==> config.mk <==
export PLATFORM = sky130hd
export DESIGN_NAME = tv_cfg_slave
export DESIGN_NICKNAME = d
export VERILOG_FILES = /design/src/rtl/tv_cfg_slave.sv
export SDC_FILE = /design/constraint.sdc
export NUM_CORES = 1
export LEC_CHECK = 0
export ABC_AREA = 1
export CORE_ASPECT_RATIO = 0.6
export CORE_UTILIZATION = 49
export CTS_CLUSTER_DIAMETER = 50
export DETAILED_ROUTE_END_ITERATION = 16
export HOLD_SLACK_MARGIN = 0.1
export PLACE_DENSITY = 0.76
export SYNTH_ARGS = -nofsm -noshare
export SYNTH_HDL_FRONTEND = slang
export SYNTH_SLANG_ARGS = --single-unit
==> constraint.sdc <==
create_clock -name clk -period 1.7 [get_ports clk]
set_input_delay 0.34 -clock clk [delete_from_list [all_inputs] [get_ports clk]]
set_output_delay 0.34 -clock clk [all_outputs]
set_load 0.005 [all_outputs]
==> src/rtl/tv_cfg_slave.sv <==
module tv_cfg_slave #(
  parameter int NREG = 8
) (
  input  logic              clk,
  input  logic              rst_n,
  input  logic [6:0]        dev_addr,
  input  logic              scl_in,
  input  logic              sda_in,
  output logic              sda_out,
  output logic              sda_oe,
  output logic [NREG*8-1:0] cfg_q
);
  localparam int W     = NREG * 8;
  localparam int IDX_W = (NREG > 1) ? $clog2(NREG) : 1;

  typedef enum logic [3:0] {
    S_IDLE, S_DEV, S_DEV_ACK, S_REG, S_REG_ACK,
    S_DATA, S_DATA_ACK, S_TX, S_TX_ACK
  } st_t;

  st_t        state;
  logic [1:0] scl_m, sda_m;
  logic       scl_d, sda_d;
  logic [3:0] cnt;
  logic [7:0] sh, txsh, ptr;
  logic       rw, drv;
  logic [W-1:0] rep0, rep1, rep2, voted, nxt;

  wire scl_s = scl_m[1];
  wire sda_s = sda_m[1];
  wire scl_rise = scl_s & ~scl_d;
  wire scl_fall = ~scl_s & scl_d;
  wire start_c = scl_s & scl_d & sda_d & ~sda_s;
  wire stop_c  = scl_s & scl_d & ~sda_d & sda_s;
  wire ptr_ok = (ptr < 8'(NREG));
  wire [IDX_W-1:0] idx = ptr[IDX_W-1:0];
  wire [7:0] lane = 8'(voted >> (idx * 8));
  wire [7:0] rd_byte = ptr_ok ? lane : 8'h00;
  wire wr_pulse = (state == S_DATA) & scl_fall & (cnt == 4'd8) & ~start_c & ~stop_c;

  assign voted   = (rep0 & rep1) | (rep0 & rep2) | (rep1 & rep2);
  assign cfg_q   = voted;
  assign sda_out = 1'b0;
  assign sda_oe  = drv;

  always_ff @(posedge clk or negedge rst_n) begin
    if (!rst_n) begin
      scl_m <= 2'b11; sda_m <= 2'b11; scl_d <= 1'b1; sda_d <= 1'b1;
    end else begin
      scl_m <= {scl_m[0], scl_in};
      sda_m <= {sda_m[0], sda_in};
      scl_d <= scl_s;
      sda_d <= sda_s;
    end
  end

  always_comb begin
    nxt = voted;
    if (wr_pulse && ptr_ok)
      for (int i = 0; i < NREG; i++)
        if (idx == IDX_W'(i)) nxt[i*8 +: 8] = sh;
  end

  always_ff @(posedge clk or negedge rst_n) begin
    if (!rst_n) begin
      rep0 <= '0; rep1 <= '0; rep2 <= '0;
    end else begin
      rep0 <= nxt; rep1 <= nxt; rep2 <= nxt;
    end
  end

  always_ff @(posedge clk or negedge rst_n) begin
    if (!rst_n) begin
      state <= S_IDLE; cnt <= '0; sh <= '0; txsh <= '0;
      ptr <= '0; rw <= 1'b0; drv <= 1'b0;
    end else if (start_c) begin
      state <= S_DEV; cnt <= '0; drv <= 1'b0;
    end else if (stop_c) begin
      state <= S_IDLE; cnt <= '0; drv <= 1'b0;
    end else begin
      if (scl_rise) begin
        case (state)
          S_DEV, S_REG, S_DATA: begin
            sh  <= {sh[6:0], sda_s};
            cnt <= cnt + 4'd1;
          end
          S_TX: cnt <= cnt + 4'd1;
          default: ;
        endcase
      end
      if (scl_fall) begin
        case (state)
          S_DEV: if (cnt == 4'd8) begin
            cnt <= '0;
            if (sh[7:1] == dev_addr) begin
              rw <= sh[0]; drv <= 1'b1; state <= S_DEV_ACK;
            end else begin
              state <= S_IDLE;
            end
          end
          S_REG: if (cnt == 4'd8) begin
            cnt <= '0; ptr <= sh; drv <= 1'b1; state <= S_REG_ACK;
          end
          S_DATA: if (cnt == 4'd8) begin
            cnt <= '0; drv <= 1'b1; state <= S_DATA_ACK;
          end
          S_DEV_ACK: begin
            cnt <= '0;
            if (rw) begin
              txsh <= rd_byte; drv <= ~rd_byte[7]; state <= S_TX;
            end else begin
              drv <= 1'b0; state <= S_REG;
            end
          end
          S_REG_ACK:  begin drv <= 1'b0; state <= S_DATA; end
          S_DATA_ACK: begin drv <= 1'b0; state <= S_IDLE; end
          S_TX: if (cnt == 4'd8) begin
            drv <= 1'b0; state <= S_TX_ACK;
          end else begin
            txsh <= {txsh[6:0], 1'b0}; drv <= ~txsh[6];
          end
          S_TX_ACK: state <= S_IDLE;
          default: ;
        endcase
      end
    end
  end

  AST_RESET_CLEAN: assert property (@(posedge clk) $rose(rst_n) |-> (cfg_q == '0) && !sda_oe);
  AST_NO_ACK_MISMATCH: assert property (@(posedge clk) disable iff (!rst_n)
    (state == S_DEV) && scl_fall && (cnt == 4'd8) && (sh[7:1] != dev_addr) && !start_c && !stop_c
    |=> !sda_oe && (state == S_IDLE));
  AST_WRITE_LANDS: assert property (@(posedge clk) disable iff (!rst_n)
    wr_pulse && ptr_ok |=> lane == $past(sh));
  AST_OOR_KEEPS: assert property (@(posedge clk) disable iff (!rst_n)
    wr_pulse && !ptr_ok |=> $stable(cfg_q));
  AST_VOTE_STABLE: assert property (@(posedge clk) disable iff (!rst_n)
    !wr_pulse |=> $stable(cfg_q));
  AST_TX_RELEASE: assert property (@(posedge clk) disable iff (!rst_n)
    state == S_TX_ACK |-> !sda_oe);
endmodule

==> results.sh <==
export IMPL_topRoutingLayerUsed="met4"
export IMPL_start_kind="flop"
export IMPL_maxSlewViolCount=0
export IMPL_min_period_over_period_pct=107
export IMPL_min_path_cells=0
export IMPL_place_gp_congestion=0.869
export IMPL_period_needed_ns=1.81
export IMPL_drt_wl_total_um=15300
export IMPL_cp_endpoint="rep2[8]"
export IMPL_skew_ns=0.00788
export IMPL_synthDistinctLibCells=32
export IMPL_rr_endpoint="rep2[8]"
export IMPL_outcome="complete, but fails checks"
export IMPL_power_switching_mw=1.88
export IMPL_synth_seq_cells=103
export IMPL_power_frac_seq_pct=44.6
export IMPL_synthCells=589
export IMPL_critPathKind="reg -> reg"
export IMPL_critical_path_required_ns=1.93
export IMPL_synth_warnings=0
export IMPL_die_height_um=80.5
export IMPL_grt_pass1_wl_um=22000
export IMPL_hpwl_um=10200
export IMPL_slew_headroom_pct=63.9
export IMPL_final_common_cell="nand2_1"
export IMPL_clock_latency_ns=0.35
export IMPL_wire_per_inst_um=18.1
export IMPL_clk_pin_slew_worst_paths_ns=0.07
export IMPL_drcViolationCount=0
export IMPL_crit_path_end_kind="flop"
export IMPL_ctsLongestPathBuffers=2
export IMPL_setup_slack_ns=-0.114
export IMPL_yosysSeqAreaShare_pct=51.4
export IMPL_die_x_um=133
export IMPL_r2r_start="cnt[0]"
export IMPL_num_antenna_cells=0
export IMPL_synthesis_nets=602
export IMPL_antenna_found_initial=0
export IMPL_synth_area_per_cell_um2=8.54
export IMPL_met1_length_um=7270
export IMPL_tightest_slew_ns=0.541
export IMPL_p_clk_share_pct=34.9
export IMPL_syn2layout_area_growth_pct=35.6
export IMPL_ios=77
export IMPL_root_buffer="clkbuf_16"
export IMPL_fmax_mhz=551
export IMPL_power_leakage_nw=3.09
export IMPL_irDropWorstVdd_mv=0.647
export IMPL_power_density_nw_per_um2=881
export IMPL_dieArea_um2=10700
export IMPL_grt_max_degree=35
export IMPL_rr_worst_depth=12
export IMPL_antenna_left=0
export IMPL_met2WireLength_um=6380
export IMPL_numCtsBuffers=9
export IMPL_min_delay_path_class="reg -> reg"
export IMPL_tritoncts="done"
export IMPL_r2r_setup_slack_ns=-0.11
export IMPL_initial_core_util_pct=50.7
export IMPL_portBuffers=75
export IMPL_clock_sinks=103
export IMPL_coreArea_um2=9910
export IMPL_switching_share_pct=31.2
export IMPL_setup_viol=64
export IMPL_yosysTopAreaCellShare_pct=48.2
export IMPL_rsz0062_at_grt="true"
export IMPL_crit_arrival_ns=2.05
export IMPL_fp_row_count=28
export IMPL_maxCapViolCount=0
export IMPL_internal_power_mw=4.14
export IMPL_fillers=739
export IMPL_grt_usage_pct=27.7
export IMPL_violations="setup timing"
export IMPL_p_comb_share_pct=20.4
export IMPL_yosys_top_cells_area="dfrtp_1 (48%), nand2_1 (12%), o21ai_0 (4.5%)"
export IMPL_synth_area_leader_cell="dfrtp_1"
export IMPL_finalHoldViolCount=0
export IMPL_drt_first_pass_iters=5
export IMPL_cts_htree_levels=3
export IMPL_overflow=0
export IMPL_power_mw=6.01
export IMPL_critPathLaunch="cnt[0]"
export IMPL_grt_pass1_vias=4184
export IMPL_met3_length_um=1450
export IMPL_critical_path_peak_fanout=8
export IMPL_syn_area_um2=5030
export IMPL_vias=4617
export IMPL_drive_gt1_share_pct=25.2
export IMPL_vias_per_cell=5.46
export IMPL_finalNetCount=719
export IMPL_layout_common_cells="nand2_1 (134), dfrtp_1 (94), clkdlybuf4s50_1 (74), inv_1 (52), buf_4 (45)"
export IMPL_final_util_pct=68.8
export IMPL_drt_iter0_drc=438
[synthesized netlist by cell type]
library cell	instances
nand2_2	1
nor3b_1	1
o21ai_1	42
nand2_4	10
nor3_1	5
xnor2_1	1
buf_6	9
a21oi_1	10
xor2_1	2
o22ai_1	23
conb_1	1
inv_1	59
buf_4	2
o21bai_1	1
inv_2	1
nand4_1	2
ha_1	2
nand3_2	1
nor2_2	2
nand3_1	18
nor4_1	1
o21ai_2	23
o21ai_0	45
nand3b_1	1
nor2_1	38
clkbuf_1	11
nor2_4	2
dfstp_2	6
dfrtp_1	97
nor2_8	4
nand2_1	165
buf_2	3
[what timing repair did]
action                     4_1_cts  5_1_grt
gates cloned                     0        6
hold buffers                     1        0
hold endpoints to repair        31        0
pin swaps                        0       11
setup endpoints to repair       29       91
setup buffers                    0        6
resized for setup                3       74
[layout make-up]
cell class                      count  area [um^2]  share of cell area [%]
Clock buffer                       12          267                    3.91
Multi-Input combinational cell    407         2350                    34.4
Inverter                           60          236                    3.47
Clock inverter                      4         36.3                   0.532
Timing Repair Buffer              125         1180                    17.3
Sequential cell                   103         2590                    37.9
Tap cell                          135          169                    2.48
[metrics by stage]
step           instances  cell area (um^2)  TNS, ns  hold WS, ns  setup WS, ns
5_1_grt              846              6820    -8.85        0.361        -0.190
3_5_place_dp         817              6120   -0.104        0.334       -0.0372
6_report             846              6820    -3.19        0.357        -0.114
2_1_floorplan        589              5030   -0.543       0.0444       -0.0493
3_3_place_gp         817              6120  -0.0211        0.329       -0.0211
4_1_cts              834              6440   -0.375        0.358       -0.0331
[layer usage]
metal,vias to the layer above,global-route usage [%]
li1,2165,-
met1,2189,41.7
met2,239,39.1
met3,24,7.07
met4,0,7.24
met5,-,0
[sequential cells by signal, summed over array words and instances, names as in the netlist]
name    cells
cnt         4
ptr         8
rep2       64
rw          1
scl_d       1
scl_m       2
sda_d       1
sda_m       2
sda_oe      1
sh          8
state       4
txsh        7
[kinds of logic (layout without fill, tap and decap cells)]
logic type / Yosys count / after routing / share of synthesized area [%]
buffers and inverters: 85 / 201 / 7.91
adder cells (fa/ha/maj): 2 / 2 / 0.497
AND/OR/NAND/NOR: 251 / 257 / 23.0
AO/OA/AOI/OAI: 144 / 144 / 16.7
flip-flops: 103 / 103 / 51.4
other: 1 / 1 / 0.0745
XOR/XNOR: 3 / 3 / 0.522
[worst min-delay path by stage]
stage | from | to
CTS | scl_m[0] | scl_m[1]
global route | scl_m[0] | scl_m[1]
finish | scl_m[0] | scl_m[1]
floorplan | rst_n | cnt[0]
detailed placement | rst_n | rep2[10]
global placement | rst_n | rep2[11]
[worst max-delay path, stage by stage (launching register included)]
cell and delay [ns]:
dfrtp_1 0.40, inv_2 0.08, ha_4 0.14, nand2_4 0.05, nor2_4 0.12, nand2_2 0.07, nor2_4 0.12, nand2_4 0.10
nor2_8 0.14, buf_12 0.18, nand2_8 0.10, nand2_1 0.11, o21ai_1 0.08
[power by group through the flow]
| stage | registers [mW] | logic (mW) | clock network, mW |
|---|---|---|---|
| finish | 2.68 | 1.23 | 2.10 |
| global route | 2.70 | 1.34 | 2.20 |
| CTS | 2.68 | 1.13 | 2.11 |
| detailed placement | 2.72 | 1.12 | 0 |
| global placement | 2.72 | 1.11 | 0 |
| floorplan | 2.70 | 0.599 | 0 |
No activity file was read; power rests on OpenSTA's default activity.
